File: src/rtl/refloss_pkg.sv
package refloss_pkg;

    localparam int ARM_CW = 5;

    localparam logic [3:0] SEL_LOR_HI = 4'b1010;
    localparam logic [3:0] SEL_LOR_LO = 4'b1111;
    localparam logic [3:0] SEL_ANY_HI = 4'b1101;
    localparam logic [3:0] SEL_ANY_LO = 4'b1110;

    // 00->3, 01->6, 10->12, 11->24 phase-detector cycles
    function automatic logic [ARM_CW-1:0] arm_target(input logic [1:0] sel);
        return ARM_CW'(3) << sel;
    endfunction

endpackage

File: src/rtl/refloss_edge.sv
module refloss_edge #(
    parameter int STAGES = 2
) (
    input  logic clk,
    input  logic rst_n,
    input  logic async_in,
    output logic rise
);
    localparam int DEPTH = STAGES + 1;

    logic [DEPTH-1:0] sh_d, sh_q;

    always_comb begin
        sh_d = {sh_q[DEPTH-2:0], async_in};
    end

    always_ff @(posedge clk or negedge rst_n) begin
        if (!rst_n) sh_q <= '0;
        else        sh_q <= sh_d;
    end

    assign rise = sh_q[STAGES-1] & ~sh_q[STAGES];

endmodule

File: src/rtl/refloss_arm.sv
module refloss_arm
    import refloss_pkg::*;
(
    input  logic       clk,
    input  logic       rst_n,
    input  logic       mon_en,
    input  logic       lock_det,
    input  logic       pfd_tick,
    input  logic [1:0] arm_sel,
    output logic       armed
);
    typedef struct packed {
        logic [ARM_CW-1:0] cnt;
        logic              armed;
    } arm_st_t;

    arm_st_t st_d, st_q;
    logic [ARM_CW-1:0] tgt;

    assign tgt = arm_target(arm_sel);

    always_comb begin
        st_d = st_q;
        if (!mon_en || (!lock_det && !st_q.armed)) begin
            st_d = '0;
        end else if (pfd_tick && !st_q.armed) begin
            if (st_q.cnt + ARM_CW'(1) >= tgt) begin
                st_d.armed = 1'b1;
                st_d.cnt   = tgt;
            end else begin
                st_d.cnt = st_q.cnt + ARM_CW'(1);
            end
        end
    end

    always_ff @(posedge clk or negedge rst_n) begin
        if (!rst_n) st_q <= '0;
        else        st_q <= st_d;
    end

    assign armed = st_q.armed;

    AST_DISARM_ON_EN_LOW: assert property (@(posedge clk) disable iff (!rst_n)
        !mon_en |=> !st_q.armed);
    AST_LOCK_DROP_RESTART: assert property (@(posedge clk) disable iff (!rst_n)
        (!lock_det && !st_q.armed) |=> (st_q.cnt == '0));
    AST_ARM_NEEDS_TICK: assert property (@(posedge clk) disable iff (!rst_n)
        $rose(st_q.armed) |-> $past(pfd_tick && lock_det));

endmodule

File: src/rtl/refloss_watch.sv
module refloss_watch #(
    parameter int TIMEOUT_CYC = 64
) (
    input  logic clk,
    input  logic rst_n,
    input  logic mon_en,
    input  logic armed,
    input  logic ref_rise,
    output logic flag,
    output logic cp_tri
);
    localparam int TW = $clog2(TIMEOUT_CYC + 1);
    localparam logic [TW-1:0] LIMIT = TW'(TIMEOUT_CYC - 1);

    typedef struct packed {
        logic [TW-1:0] tmr;
        logic          flag;
        logic          cp;
    } watch_st_t;

    watch_st_t st_d, st_q;

    always_comb begin
        st_d = st_q;
        if (!mon_en) begin
            st_d = '0;
        end else begin
            if (!armed || ref_rise)  st_d.tmr = '0;
            else if (st_q.tmr != LIMIT) st_d.tmr = st_q.tmr + TW'(1);
            if (armed && !ref_rise && st_q.tmr == LIMIT) begin
                st_d.flag = 1'b1;
                st_d.cp   = 1'b1;
            end
        end
    end

    always_ff @(posedge clk or negedge rst_n) begin
        if (!rst_n) st_q <= '0;
        else        st_q <= st_d;
    end

    assign flag   = st_q.flag;
    assign cp_tri = st_q.cp;

    AST_FLAG_STICKY: assert property (@(posedge clk) disable iff (!rst_n)
        (st_q.flag && mon_en) |=> st_q.flag);
    AST_CLEAR_ON_DISABLE: assert property (@(posedge clk) disable iff (!rst_n)
        !mon_en |=> (!st_q.flag && !st_q.cp));
    AST_SET_NEEDS_ARM: assert property (@(posedge clk) disable iff (!rst_n)
        $rose(st_q.flag) |-> $past(armed));
    AST_CP_WITH_FLAG: assert property (@(posedge clk) disable iff (!rst_n)
        $rose(st_q.flag) |-> $rose(st_q.cp));

endmodule

File: src/rtl/refloss_status.sv
module refloss_status
    import refloss_pkg::*;
(
    input  logic [3:0] stat_sel,
    input  logic       flag,
    input  logic       lock_det,
    output logic       stat_out
);
    logic any_loss;

    always_comb begin
        any_loss = ~lock_det | flag;
        case (stat_sel)
            SEL_LOR_HI: stat_out = flag;
            SEL_LOR_LO: stat_out = ~flag;
            SEL_ANY_HI: stat_out = any_loss;
            SEL_ANY_LO: stat_out = ~any_loss;
            default:    stat_out = 1'b0;
        endcase
    end

endmodule

File: src/rtl/refloss_monitor.sv
module refloss_monitor #(
    parameter int TIMEOUT_CYC = 64,
    parameter int SYNC_STAGES = 2
) (
    input  logic       clk,
    input  logic       rst_n,
    input  logic       ref_in,
    input  logic       pfd_tick,
    input  logic       lock_det,
    input  logic       mon_en,
    input  logic [1:0] arm_sel,
    input  logic [3:0] stat_sel,
    output logic       ref_lost,
    output logic       cp_tristate,
    output logic       stat_out
);
    logic ref_rise;
    logic armed;

    refloss_edge #(.STAGES(SYNC_STAGES)) u_edge (
        .clk      (clk),
        .rst_n    (rst_n),
        .async_in (ref_in),
        .rise     (ref_rise)
    );

    refloss_arm u_arm (
        .clk      (clk),
        .rst_n    (rst_n),
        .mon_en   (mon_en),
        .lock_det (lock_det),
        .pfd_tick (pfd_tick),
        .arm_sel  (arm_sel),
        .armed    (armed)
    );

    refloss_watch #(.TIMEOUT_CYC(TIMEOUT_CYC)) u_watch (
        .clk      (clk),
        .rst_n    (rst_n),
        .mon_en   (mon_en),
        .armed    (armed),
        .ref_rise (ref_rise),
        .flag     (ref_lost),
        .cp_tri   (cp_tristate)
    );

    refloss_status u_stat (
        .stat_sel (stat_sel),
        .flag     (ref_lost),
        .lock_det (lock_det),
        .stat_out (stat_out)
    );

endmodule

File: config.mk
export PLATFORM = sky130hd
export DESIGN_NAME = refloss_monitor
export DESIGN_NICKNAME = d
export VERILOG_FILES = /design/src/rtl/refloss_pkg.sv /design/src/rtl/refloss_edge.sv /design/src/rtl/refloss_arm.sv /design/src/rtl/refloss_watch.sv /design/src/rtl/refloss_status.sv /design/src/rtl/refloss_monitor.sv
export SDC_FILE = /design/constraint.sdc
export NUM_CORES = 1
export LEC_CHECK = 0
export BUFFER_PORTS_ARGS = -buffer_cell sky130_fd_sc_hd__clkbuf_2
export CAP_MARGIN = 10
export CORE_ASPECT_RATIO = 1.1
export CORE_MARGIN = 8
export CORE_UTILIZATION = 35
export DETAILED_ROUTE_END_ITERATION = 12
export PLACE_DENSITY = 0.53
export SYNTH_ARGS = -nofsm -noshare
export SYNTH_HDL_FRONTEND = slang
export SYNTH_SLANG_ARGS = --single-unit
File: constraint.sdc
create_clock -name clk -period 6.6 [get_ports clk]
set_clock_uncertainty 0.1 [all_clocks]
set_input_delay 0.66 -clock clk [delete_from_list [all_inputs] [get_ports clk]]
set_output_delay 0.66 -clock clk [all_outputs]
set_load 0.01 [all_outputs]
; Word-level counts from Yosys, hierarchy flattened
; Index checks and enable logic that the tools add are counted.
[totals]
ff_bits = 18
input_bits = 12
elab_cells = 46
[classes]
n_addsub = 2
order_cmp = 1
eq_ne = 8
n_shift = 1
n_mux = 9
bitwise_logic = 6
n_reduce_logical = 13
[op_table]
columns = operator, count
row1 = $eq 4x4->1 const B, 4
row2 = $mux 7, 2
row3 = $mux 6, 2
row4 = $mux 9, 1
row5 = $add 7x1->7 const B, 1
row6 = $eq 7x6->1 const B, 1
row7 = $ne 7x6->1 const B, 1
row8 = $add 5x1->5 const B, 1
row9 = $ge 5x5->1, 1
row10 = $mux 5, 1
row11 = $shl 2x2->5 const A, 1
row12 = $logic_and 1x1->1, 4
row13 = $logic_not 1->1, 4
row14 = $not 1->1, 4
row15 = $pmux 1 s4, 1
row16 = $reduce_bool 2->1, 2
row17 = $ne 3x1->1 const B, 1
row18 = $logic_or 1x1->1, 2
row19 = $mux 2, 1
row20 = $ne 2x1->1 const B, 1
row21 = $reduce_and 2->1, 1
row22 = $and 1x1->1, 1
row23 = $mux 1, 1
row24 = $or 1x1->1, 1

; Depth between registers and ports, before layout
; Gate-level depths: netlist of run 1.
[depth]
depth_word = 7
ltp_mapped = 9

; By module
; From an unflattened synthesis of run 1, not the netlist that was laid out.
[unflattened]
hier_cells = 101
area_unflattened_um2 = 1041.0
[modules_own_cells]
columns = mod, n_inst, cells_per_inst, area_each_um2
row1 = refloss_arm, 1, 53, 513.0
row2 = refloss_watch, 1, 39, 392.9
row3 = refloss_edge, 1, 4, 88.8
row4 = refloss_status, 1, 5, 46.3

; Least setup slack after synthesis of run 1
; No wires, ideal clock.
[synth_path]
path_kind = input -> register
from = input port arm_sel[1]
to = register u_arm.st_q[1] in the netlist's numbering
setup_ns = 0.137
t_arrival_ns = 2.104
required_ns = 6.363
path_slack_ns = 4.259
path_stages = 9
cell_sequence = inv_1 ha_1 inv_1 ha_1 a211oi_2 o21ai_2 a21oi_4 mux2i_1 o22ai_1
[synth_via]
elab_chain_cells = 5
[synth_rtl]
columns = element, line
row1 = start: declaration, refloss_monitor.sv:11  ; input logic [1:0] arm_sel,
row2 = $shl 2x2->5 *, refloss_pkg.sv:12  ; return ARM_CW'(3) << sel;
row3 = $ge 5x5->1, refloss_arm.sv:27  ; if (st_q.cnt + ARM_CW'(1) >= tgt) begin
row4 = $mux 5 *, refloss_arm.sv:27
row5 = $mux 6 *, refloss_arm.sv:26  ; end else if (pfd_tick && !st_q.armed) begin
row6 = $mux 6 *, refloss_arm.sv:24  ; if (!mon_en || (!lock_det && !st_q.armed)) begin
row7 = end signal: assignment, refloss_arm.sv:38  ; else st_q <= st_d;
row8 = end: declaration, refloss_arm.sv:17  ; arm_st_t st_d, st_q;
; Every way passes the cells marked *; elsewhere a longest branch is shown, timed or not. The select of a mux whose other input is x is not followed.
; A chain may end at the register's enable or synchronous reset.

; Final worst setup path of run 1
[layout_path]
from = input port arm_sel[1]
to = register u_arm.st_q[4] in the netlist's numbering
; Same word-level chain as after synthesis.

==> results of run 1 <==
-- sequential cells by signal (all words and copies together) (netlist names) --
name / count
u_arm.st_q: 5
u_edge.sh_q: 3
u_watch.st_q: 7
u_arm.armed: 1
u_watch.cp_tri: 1
-- layer usage --
layer,vias up,share of wire [%],GRT usage (%)
met3,5,7.2,3.08
met5,-,0,0
li1,370,-,-
met4,0,2.1,5.35
met1,329,50,11.1
met2,16,41,12.4
-- through the flow --
step | power [W] | setup WS [ns]
floorplan | 0.000125 | 4.26
global placement | 0.000135 | 3.96
detailed placement | 0.000135 | 3.90
CTS | 0.000193 | 4.21
global route | 0.000200 | 4.14
finish | 0.000189 | 4.21
-- cell type report --
class	count	share of cell area, %
clock buffer	4	2.33
inverter	12	4.00
multi-input combinational	67	46.1
sequential	17	37.7
tap	33	3.66
timing repair buffer	14	6.22
-- kinds of logic after synthesis --
logic type | count (synthesis) | share of synthesized area [%]
xor gates and xnor gates | 8 | 6.95
and+or+nand+nor | 23 | 13.2
AOI/OAI and AO/OA | 21 | 14.3
buffers and inverters | 14 | 6.33
adders and majority gates | 9 | 11.2
DFF | 17 | 42.2
muxes | 6 | 5.96
-- cell usage in the layout (no fill, tap or decap), types with 2 or more instances in the layout --
cell type / synthesis / routed
mux2i_1: 6 / 6
nor2_1: 7 / 7
a21boi_0: 2 / 2
nand2_1: 4 / 4
clkbuf_2: 0 / 14
clkbuf_4: 0 / 3
a21oi_1: 4 / 4
dfrtp_1: 17 / 17
xor2_1: 2 / 2
ha_1: 9 / 9
inv_1: 12 / 12
nand3_1: 3 / 3
o21ai_0: 5 / 5
o22ai_1: 5 / 5
xnor2_1: 6 / 6
-- worst max path at each step --
stage	from	endpoint	depth (start not counted)
2_1_floorplan	arm_sel[1]	u_arm.st_q[1]$_DFFE_PN0P_	9
3_3_place_gp	arm_sel[1]	u_arm.st_q[4]$_DFFE_PN0P_	10
3_5_place_dp	arm_sel[1]	u_arm.st_q[4]$_DFFE_PN0P_	10
4_1_cts	arm_sel[1]	u_arm.st_q[4]$_DFFE_PN0P_	10
5_1_grt	u_arm.st_q[1]$_DFFE_PN0P_	u_arm.st_q[4]$_DFFE_PN0P_	8
6_report	arm_sel[1]	u_arm.st_q[4]$_DFFE_PN0P_	10
-- worst reg2reg max path, delay by kind of cell (launching register included) --
kind / cells / cell delay, ns
xor+xnor: 1 / 0.16
compound gates: 4 / 0.68
flops: 1 / 0.43
fa+ha+maj: 2 / 0.58
mux: 1 / 0.27
-- power by group through the flow --
stage / logic (W) / clock network, W / registers [W]
after floorplan: 0.0000160 / 0 / 0.000109
after global placement: 0.0000252 / 0 / 0.000109
after detailed placement: 0.0000257 / 0 / 0.000109
after CTS: 0.0000260 / 0.0000600 / 0.000107
after global routing: 0.0000286 / 0.0000640 / 0.000108
final: 0.0000254 / 0.0000563 / 0.000107
==> impl_metrics.tcl, run 1 <==
set metrics [dict create \
    synth-async-reset-ratio_pct 100 \
    max_freq_mhz 419 \
    timing.rr.start "u_arm.st_q[1]$_DFFE_PN0P_" \
    cp.required_ns 6.66 \
    rrSetupSlack_ns 4.25 \
    critPathMaxStageDelay_ns 0.31 \
    slew_headroom_pct 57.9 \
    dpl.hpwl_um 1440 \
    cp-end-kind "register" \
    vias_per_cell 4.90 \
    ys_seq_area_share_pct 42.2 \
    area_growth_pct 11.8 \
    worstPathMaxFanout 7 \
    antenna_found_initial 0 \
    overflow 0 \
    finalHoldViolations 0 \
    cts_buffers 3 \
    ys_seq_elements 17 \
    dr.pass1.iters 3 \
    syn_inst 98 \
    rows 20 \
    worstPathArrival_ns 2.45 \
    multiInputGateArea_um2 519 \
    die_area_um2 4860 \
    synth_area_um2 1010 \
    io_pins 15 \
    leakagePower_nw 0.577 \
    synth_edf_count 0 \
    crit_path_start_kind "primary input" \
    worstSetupPathType "in -> reg" \
    cts_resized 0 \
    yosysTopAreaCell "dfrtp_1" \
    core_area_um2 2750 \
    worst_pin_slew_ns 0.624 \
    place_area_um2 1100 \
    root_buffer "clkbuf_4" \
    reg2regPathDepth 8 \
    vdd_drop_max_v 0.0000916 \
    die_height_um 72.3 \
    fin_cells 147 \
    holdBufCountCts 0 \
    final.setup.tns_ns 0 \
    rsz0062_at_grt "false" \
    ant_nets 0 \
    gp_congestion 0.753 \
    period_needed_ns 2.39 \
    fin_area_um2 1130 \
    drc_errors 0 \
    synth_cell_types 29 \
    port_buffers 14 \
    antenna_cells 0 \
    clk_pin_slew_worst_paths_ns 0.10 \
    syn_avg_cell_area_um2 10.3 \
    p_clk_share_pct 29.8 \
    p_int_w 0.000141 \
    dpl.cell_count 143 \
    setup_viol_count_final 0 \
    clkSinkCount 17 \
    crit_slowest_cell "ha_1" \
    yosysTopAreaCellShare_pct 42.2 \
    hp-class "in -> async" \
    yosysWarnings 0 \
    vias 720 \
    drt_iter0_markers 16 \
    ys.flop_type "dfrtp_1" \
    power_switching_w 0.0000482 \
    post_cts_buffers 0 \
    synth_area_leaders "dfrtp_1, ha_1, mux2i_1, xnor2_1, inv_1" \
    wl_um 1840 \
    power_frac_seq_pct 56.8 \
    power_density_nw_per_um2 168 \
    path_buf_inv 3 \
    grt_pass1_wl_um 3330 \
    clockBufferDepth 2 \
    drt-wirelength-per-cell_um 12.5 \
    nNetsFinal 136 \
    crit_chain "clkbuf_2 > inv_1 > ha_1 > inv_1 > ha_1 > a211oi_2 > o21ai_2 > a21oi_4 > mux2i_1 > o22ai_1" \
    n_fill_cell 298 \
    pwr-share-comb_pct 13.4 \
    sw_frac_of_total_pct 25.5 \
    synth_common_cells "dfrtp_1, inv_1, ha_1" \
    grt_max_degree 18 \
    cap_violations 0 \
    drive_gt1_share_pct 20.2 \
    clk_latency_ns 0.29 \
    tritoncts "done" \
    status "finished clean" \
    timing.rr.end "u_arm.st_q[4]$_DFFE_PN0P_" \
    start_util_pct 36.6 \
    final-seq-area_um2 425 \
    finish.utilization_pct 41.0 \
    critical_path.top_delay_family "compound AO/OA/AOI/OAI gates" \
    htree_levels 1 \
    synth_nets 119 \
    period_share_pct 36.2 \
    gr-usage-all-layers_pct 8.80 \
    grt_pass1_vias 764 \
    final_max_slew_viol_count 0 \
    yosys.cell_count.top_type "dfrtp_1" \
    die_width_um 67.2 \
    hold_ws_ns 0.175 \
]
No activity file was read; power rests on OpenSTA's default activity.
==> run 2, diff against run 1 <==
--- a/config.mk
+++ b/config.mk
@@ -5,6 +5,7 @@
 export SDC_FILE = /design/constraint.sdc
 export NUM_CORES = 1
 export LEC_CHECK = 0
+export ABC_AREA = 1
 export BUFFER_PORTS_ARGS = -buffer_cell sky130_fd_sc_hd__clkbuf_2
 export CAP_MARGIN = 10
 export CORE_ASPECT_RATIO = 1.1
==> constraint.sdc (replaced) <==
create_clock -name clk -period 2.4 [get_ports clk]
set_clock_uncertainty 0.1 [all_clocks]
set_input_delay 0.24 -clock clk [delete_from_list [all_inputs] [get_ports clk]]
set_output_delay 0.24 -clock clk [all_outputs]
set_load 0.01 [all_outputs]
==> run 2 against run 1 <==
Design area is 15% higher; total power grew to 2.8 times the previous value; non-clock buffer count grew 4; final cell count increased by 40%; wire length up 26%.
==> impl_metrics.tcl, run 2 <==
set metrics [dict create \
    status "finished clean" \
    fin_ws_ns 0.196 \
    largest_register_ffs 7 \
    die_area_um2 5320 \
    grt_pass1_wl_um 3900 \
    clk_latency_ns 0.28 \
    synth_area_leaders "dfrtp_1, nand2_1, ha_1, inv_1, nand3_1" \
    yosys.cell_count.top_type "nand2_1" \
    synth-async-reset-ratio_pct 100 \
    finish.utilization_pct 42.2 \
    power_density_nw_per_um2 411 \
    worstPathArrival_ns 2.29 \
    worst_pin_slew_ns 0.442 \
    period_needed_ns 2.20 \
    worstPathMaxFanout 5 \
    antenna_cells 0 \
    io_pins 15 \
    clk_pin_slew_worst_paths_ns 0.10 \
    vdd_drop_max_v 0.000225 \
    max_freq_mhz 454 \
    nNetsFinal 194 \
    grt_pass1_vias 975 \
    hold_path_depth 3 \
    synth_nets 173 \
    final-seq-area_um2 425 \
    finalPower_w 0.000534 \
    cp.required_ns 2.48 \
    leakagePower_nw 0.713 \
    start_util_pct 36.9 \
    core_area_um2 3070 \
    yosysTopAreaCellShare_pct 37.5 \
    clockBufferDepth 2 \
    synth_cell_types 20 \
    drive_gt1_share_pct 18.0 \
    grtUsageMet1_pct 9.04 \
    gr-usage-all-layers_pct 8.82 \
    overflow 0 \
    synth_area_um2 1130 \
    n_fill_cell 325 \
    finalHoldViolations 0 \
    setup_viol_count_final 0 \
    worstSetupPathType "reg -> reg" \
    cp-end-kind "register" \
    die_height_um 75.7 \
    final_common_cell "nand2_1" \
    rows 21 \
    crit_path_start_kind "register" \
    cts_buffers 3 \
    ys_seq_area_share_pct 37.5 \
    gp_congestion 0.860 \
    use_met2_pct 17.2 \
    grt.busiest_layer "met2" \
    top_regs "u_watch.st_q: 7 flops, u_arm.st_q: 5 flops, u_edge.sh_q: 3 flops" \
    drc_errors 0 \
    clkSinkCount 17 \
    cap_violations 0 \
    rsz0062_at_grt "false" \
    grt_max_degree 18 \
    ant_nets 0 \
    synth_common_cells "nand2_1, inv_1, dfrtp_1, nand3_1, ha_1" \
    port_buffers 14 \
    drt-wirelength-per-cell_um 11.2 \
    ys.flop_type "dfrtp_1" \
    final_cell_mix "nand2_1, inv_1, nand3_1, dfrtp_1, clkbuf_2" \
    largest_register "u_watch.st_q" \
    dpl.hpwl_um 1880 \
    die_width_um 70.3 \
    yosysTopAreaCell "dfrtp_1" \
    yosysWarnings 0 \
    met3_usage_pct 1.69 \
    wl_um 2310 \
    slew_headroom_pct 70.5 \
    period_share_pct 91.8 \
    final_max_slew_viol_count 0 \
    final.setup.tns_ns 0 \
    root_buffer "clkbuf_4" \
    vias 1019 \
    post-place-ws_ns 0.129 \
    dr.pass1.iters 5 \
    drt_iter0_markers 50 \
    htree_levels 1 \
    reg2regPathDepth 11 \
    synth_edf_count 0 \
    syn_avg_cell_area_um2 7.46 \
    ys_seq_elements 17 \
    tritoncts "done" \
    hp-class "in -> reg" \
    multiInputGateArea_um2 592 \
    area_growth_pct 14.5 \
    post_cts_buffers 0 \
    vias_per_cell 4.95 \
    antenna_found_initial 0 \
    syn_inst 152 \
]
run 2: cell count changes in the layout (fill, tap and decap cells not counted), moves of 3 or more:
cell     change
xnor2_1      -6
nand3_1     +14
o22ai_1      -5
nand2_1     +39
inv_1       +16
nor2_1       -3
mux2i_1      -6
nand4_1      +8
run 2: worst max-delay path: stages, from the launching register on:
cell and delay [ns]:
dfrtp_1 0.42, ha_1 0.24, or2_2 0.28, nand2_1 0.07, inv_1 0.04, ha_1 0.29
nand2_1 0.07, nand2_1 0.09, a21oi_2 0.23, nand3_1 0.11, nand3_1 0.10, nand2_1 0.05
run 2: layer usage:
| metal | vias up | wire, um |
|---|---|---|
| li1 | 531 | - |
| met1 | 475 | 969 |
| met2 | 11 | 1290 |
| met3 | 2 | 43 |
| met4 | 0 | 17 |
| met5 | - | 0 |
run 2: cell type report:
class | count | area share [%]
repair buffers | 18 | 8.10
well taps | 34 | 3.28
flip-flops and latches | 17 | 32.8
clock buffers | 3 | 1.74
multi-input cells | 105 | 45.6
inverters | 28 | 8.10
clock inverters | 1 | 0.386
run 2: kinds of logic after synthesis:
group | synth area share (%)
simple gates | 33.9
buf+inv | 10.6
flops | 37.5
compound gates | 8.06
fa+ha+maj | 9.93
run 2: path summary, 6_finish.rpt:
kind / startpoint / endpoint / slack [ns]
max in group asynchronous: rst_n / u_arm.st_q[3]$_DFFE_PN0P_ / 1.57
min: pfd_tick / u_arm.armed$_DFFE_PN0P_ / 0.10
max: u_arm.st_q[2]$_DFFE_PN0P_ / u_arm.st_q[1]$_DFFE_PN0P_ / 0.20
min reg2reg: u_edge.sh_q[0]$_DFF_PN0_ / u_edge.sh_q[1]$_DFF_PN0_ / 0.26
max reg2reg: u_arm.st_q[2]$_DFFE_PN0P_ / u_arm.st_q[1]$_DFFE_PN0P_ / 0.20
min in group asynchronous: rst_n / u_watch.cp_tri$_DFFE_PN0P_ / 0.32
run 2: where the power goes:
group,internal [W],switching (W),total (W)
clock network,0.0000617,0.0000864,0.000148
logic,0.0000336,0.0000544,0.0000880
registers,0.000293,0.00000496,0.000297
total,0.000388,0.000146,0.000534
run 2: what timing repair did:
action,4_1_cts,5_1_grt
setup endpoints to repair,0,5
gates resized for setup,0,1
endpoints found under the hold margin,18,0
hold buffers,2,0
run 2: metrics by stage:
stage	cells	hold WS, ns	area, um2
final	206	0.103	1300
after global routing	206	0.116	1300
after CTS	206	0.0922	1290
after detailed placement	200	0.106	1250
after global placement	200	0.101	1250
after floorplan	152	-0.156	1130
==> run 3, diff against run 2 <==
==> constraint.sdc (replaced) <==
create_clock -name clk -period 2.8 [get_ports clk]
set_clock_uncertainty 0.1 [all_clocks]
set_input_delay 0.28 -clock clk [delete_from_list [all_inputs] [get_ports clk]]
set_output_delay 0.28 -clock clk [all_outputs]
set_load 0.01 [all_outputs]
==> run 3 against run 2 <==
Combinational power shrank 21%; core utilization fell by 0.61 points; largest cell class unchanged; final cell count fell by 0.97%; critical path type unchanged.
==> impl_metrics.tcl, run 3 (synthesized netlist as in run 2, its figures left out) <==
set metrics [dict create \
    dr.pass1.iters 4 \
    final.setup.tns_ns 0 \
    fin_cells 204 \
    drive_gt1_share_pct 16.5 \
    grt_max_degree 18 \
    die_height_um 75.7 \
    nNetsFinal 192 \
    period_needed_ns 2.36 \
    drc_errors 0 \
    wl_um 2270 \
    post_cts_buffers 0 \
    vdd_drop_max_v 0.000193 \
    crit_chain "ha_1 > or2_2 > nand2_1 > inv_1 > ha_1 > nand2_1 > nand2_1 > a21oi_1 > nand3_1 > nand3_1 > nand2_1" \
    grt_pass1_wl_um 3990 \
    rows 21 \
    crit_path_start_kind "register" \
    grt_pass1_vias 951 \
    cts_resized 0 \
    cap_violations 0 \
    core_area_um2 3070 \
    drt_iter0_markers 25 \
    antenna_cells 0 \
    port_buffers 14 \
    status "finished clean" \
    finish.utilization_pct 41.6 \
    area_growth_pct 12.8 \
    period_share_pct 84.3 \
    start_util_pct 36.9 \
    htree_levels 1 \
    final_cell_mix "nand2_1, inv_1, nand3_1, dfrtp_1, clkbuf_2" \
    clk_pin_slew_worst_paths_ns 0.10 \
    io_pins 15 \
    vias 995 \
    tritoncts "done" \
    n_fill_cell 335 \
    dpl.cell_count 198 \
    cp.required_ns 2.88 \
    setup_viol_count_final 0 \
    top_regs "u_watch.st_q: 7 flops, u_arm.st_q: 5 flops, u_edge.sh_q: 3 flops" \
    leakagePower_nw 0.702 \
    post-place-ws_ns 0.461 \
    worstPathArrival_ns 2.44 \
    gp_congestion 0.890 \
    hp-class "in -> reg" \
    worstSetupPathType "reg -> reg" \
    critPathMaxStageDelay_ns 0.45 \
    dpl.hpwl_um 1890 \
    overflow 0 \
    power_density_nw_per_um2 354 \
    vias_per_cell 4.88 \
    cp-end-kind "register" \
    finalHoldViolations 0 \
    die_area_um2 5320 \
    fin_ws_ns 0.439 \
    largest_register "u_watch.st_q" \
    timing.rr.start "u_arm.st_q[1]$_DFFE_PN0P_" \
    die_width_um 70.3 \
    root_buffer "clkbuf_4" \
    gr-usage-all-layers_pct 9.14 \
    worst_pin_slew_ns 0.441 \
    worstPathMaxFanout 6 \
    crit_slowest_cell "dfrtp_1" \
    antenna_found_initial 0 \
    clk_latency_ns 0.28 \
    clkSinkCount 17 \
    final_max_slew_viol_count 0 \
    max_freq_mhz 423 \
    largest_register_ffs 7 \
    hold_ws_ns 0.141 \
    clockBufferDepth 2 \
    cp-startpoint "u_arm.st_q[1]$_DFFE_PN0P_" \
    cp_common_cell "nand2_1" \
    cts_buffers 3 \
    ant_nets 0 \
    final_common_cell "nand2_1" \
    hp-start "pfd_tick" \
    slew_headroom_pct 70.6 \
    drt-wirelength-per-cell_um 11.1 \
    rsz0062_at_grt "false" \
]
run 3: worst max-delay path: cells and delay by family (launching register included):
family | cells | cell delay (ns)
fa+ha+maj | 2 | 0.55
compound gates | 1 | 0.33
simple gates | 7 | 0.80
buf+inv | 1 | 0.05
flops | 1 | 0.45
run 3: area by class of cell:
cell class	instances	area [um2]	area share [%]
clock buffer	3	22.5	1.76
inverter	28	105	8.22
multi-input combinational	105	588	46.0
tap	34	42.5	3.33
sequential	17	425	33.3
clock inverter	1	5.00	0.391
timing repair buffer	16	90.1	7.04
run 3: power by group:
group / switching [W] / internal (W) / total [W]
clock: 0.0000736 / 0.0000530 / 0.000127
combinational: 0.0000438 / 0.0000258 / 0.0000697
sequential: 0.00000523 / 0.000251 / 0.000256
run 3: per-stage QoR:
stage | total power (W) | cell area (um2)
after detailed placement | 0.000329 | 1230
final | 0.000452 | 1280
after CTS | 0.000465 | 1280
after global placement | 0.000327 | 1230
after global routing | 0.000484 | 1280
after floorplan | 0.000304 | 1130
run 3: per-layer routing:
| layer | global-route usage [%] | vias up | share of wire, % |
|---|---|---|---|
| li1 | - | 527 | - |
| met1 | 9.06 | 457 | 44 |
| met2 | 17.6 | 9 | 53 |
| met3 | 1.82 | 2 | 2.2 |
| met4 | 5.13 | 0 | 1.1 |
| met5 | 0 | - | 0 |
run 3: path summary, 6_finish.rpt:
path / end / depth (start not counted) / slack, ns
hold reg to reg: u_edge.sh_q[1]$_DFF_PN0_ / 0 / 0.27
setup reg to reg: u_arm.st_q[2]$_DFFE_PN0P_ / 11 / 0.44
max in group asynchronous: u_arm.st_q[3]$_DFFE_PN0P_ / 2 / 1.94
hold / removal: u_arm.armed$_DFFE_PN0P_ / 3 / 0.14
setup / recovery: u_arm.st_q[2]$_DFFE_PN0P_ / 11 / 0.44
min in group asynchronous: u_watch.cp_tri$_DFFE_PN0P_ / 2 / 0.36
run 3: timing repair:
action	4_1_cts	5_1_grt
hold buffers	2	0
endpoints found under the setup margin	0	0
endpoints found under the hold margin	18	0
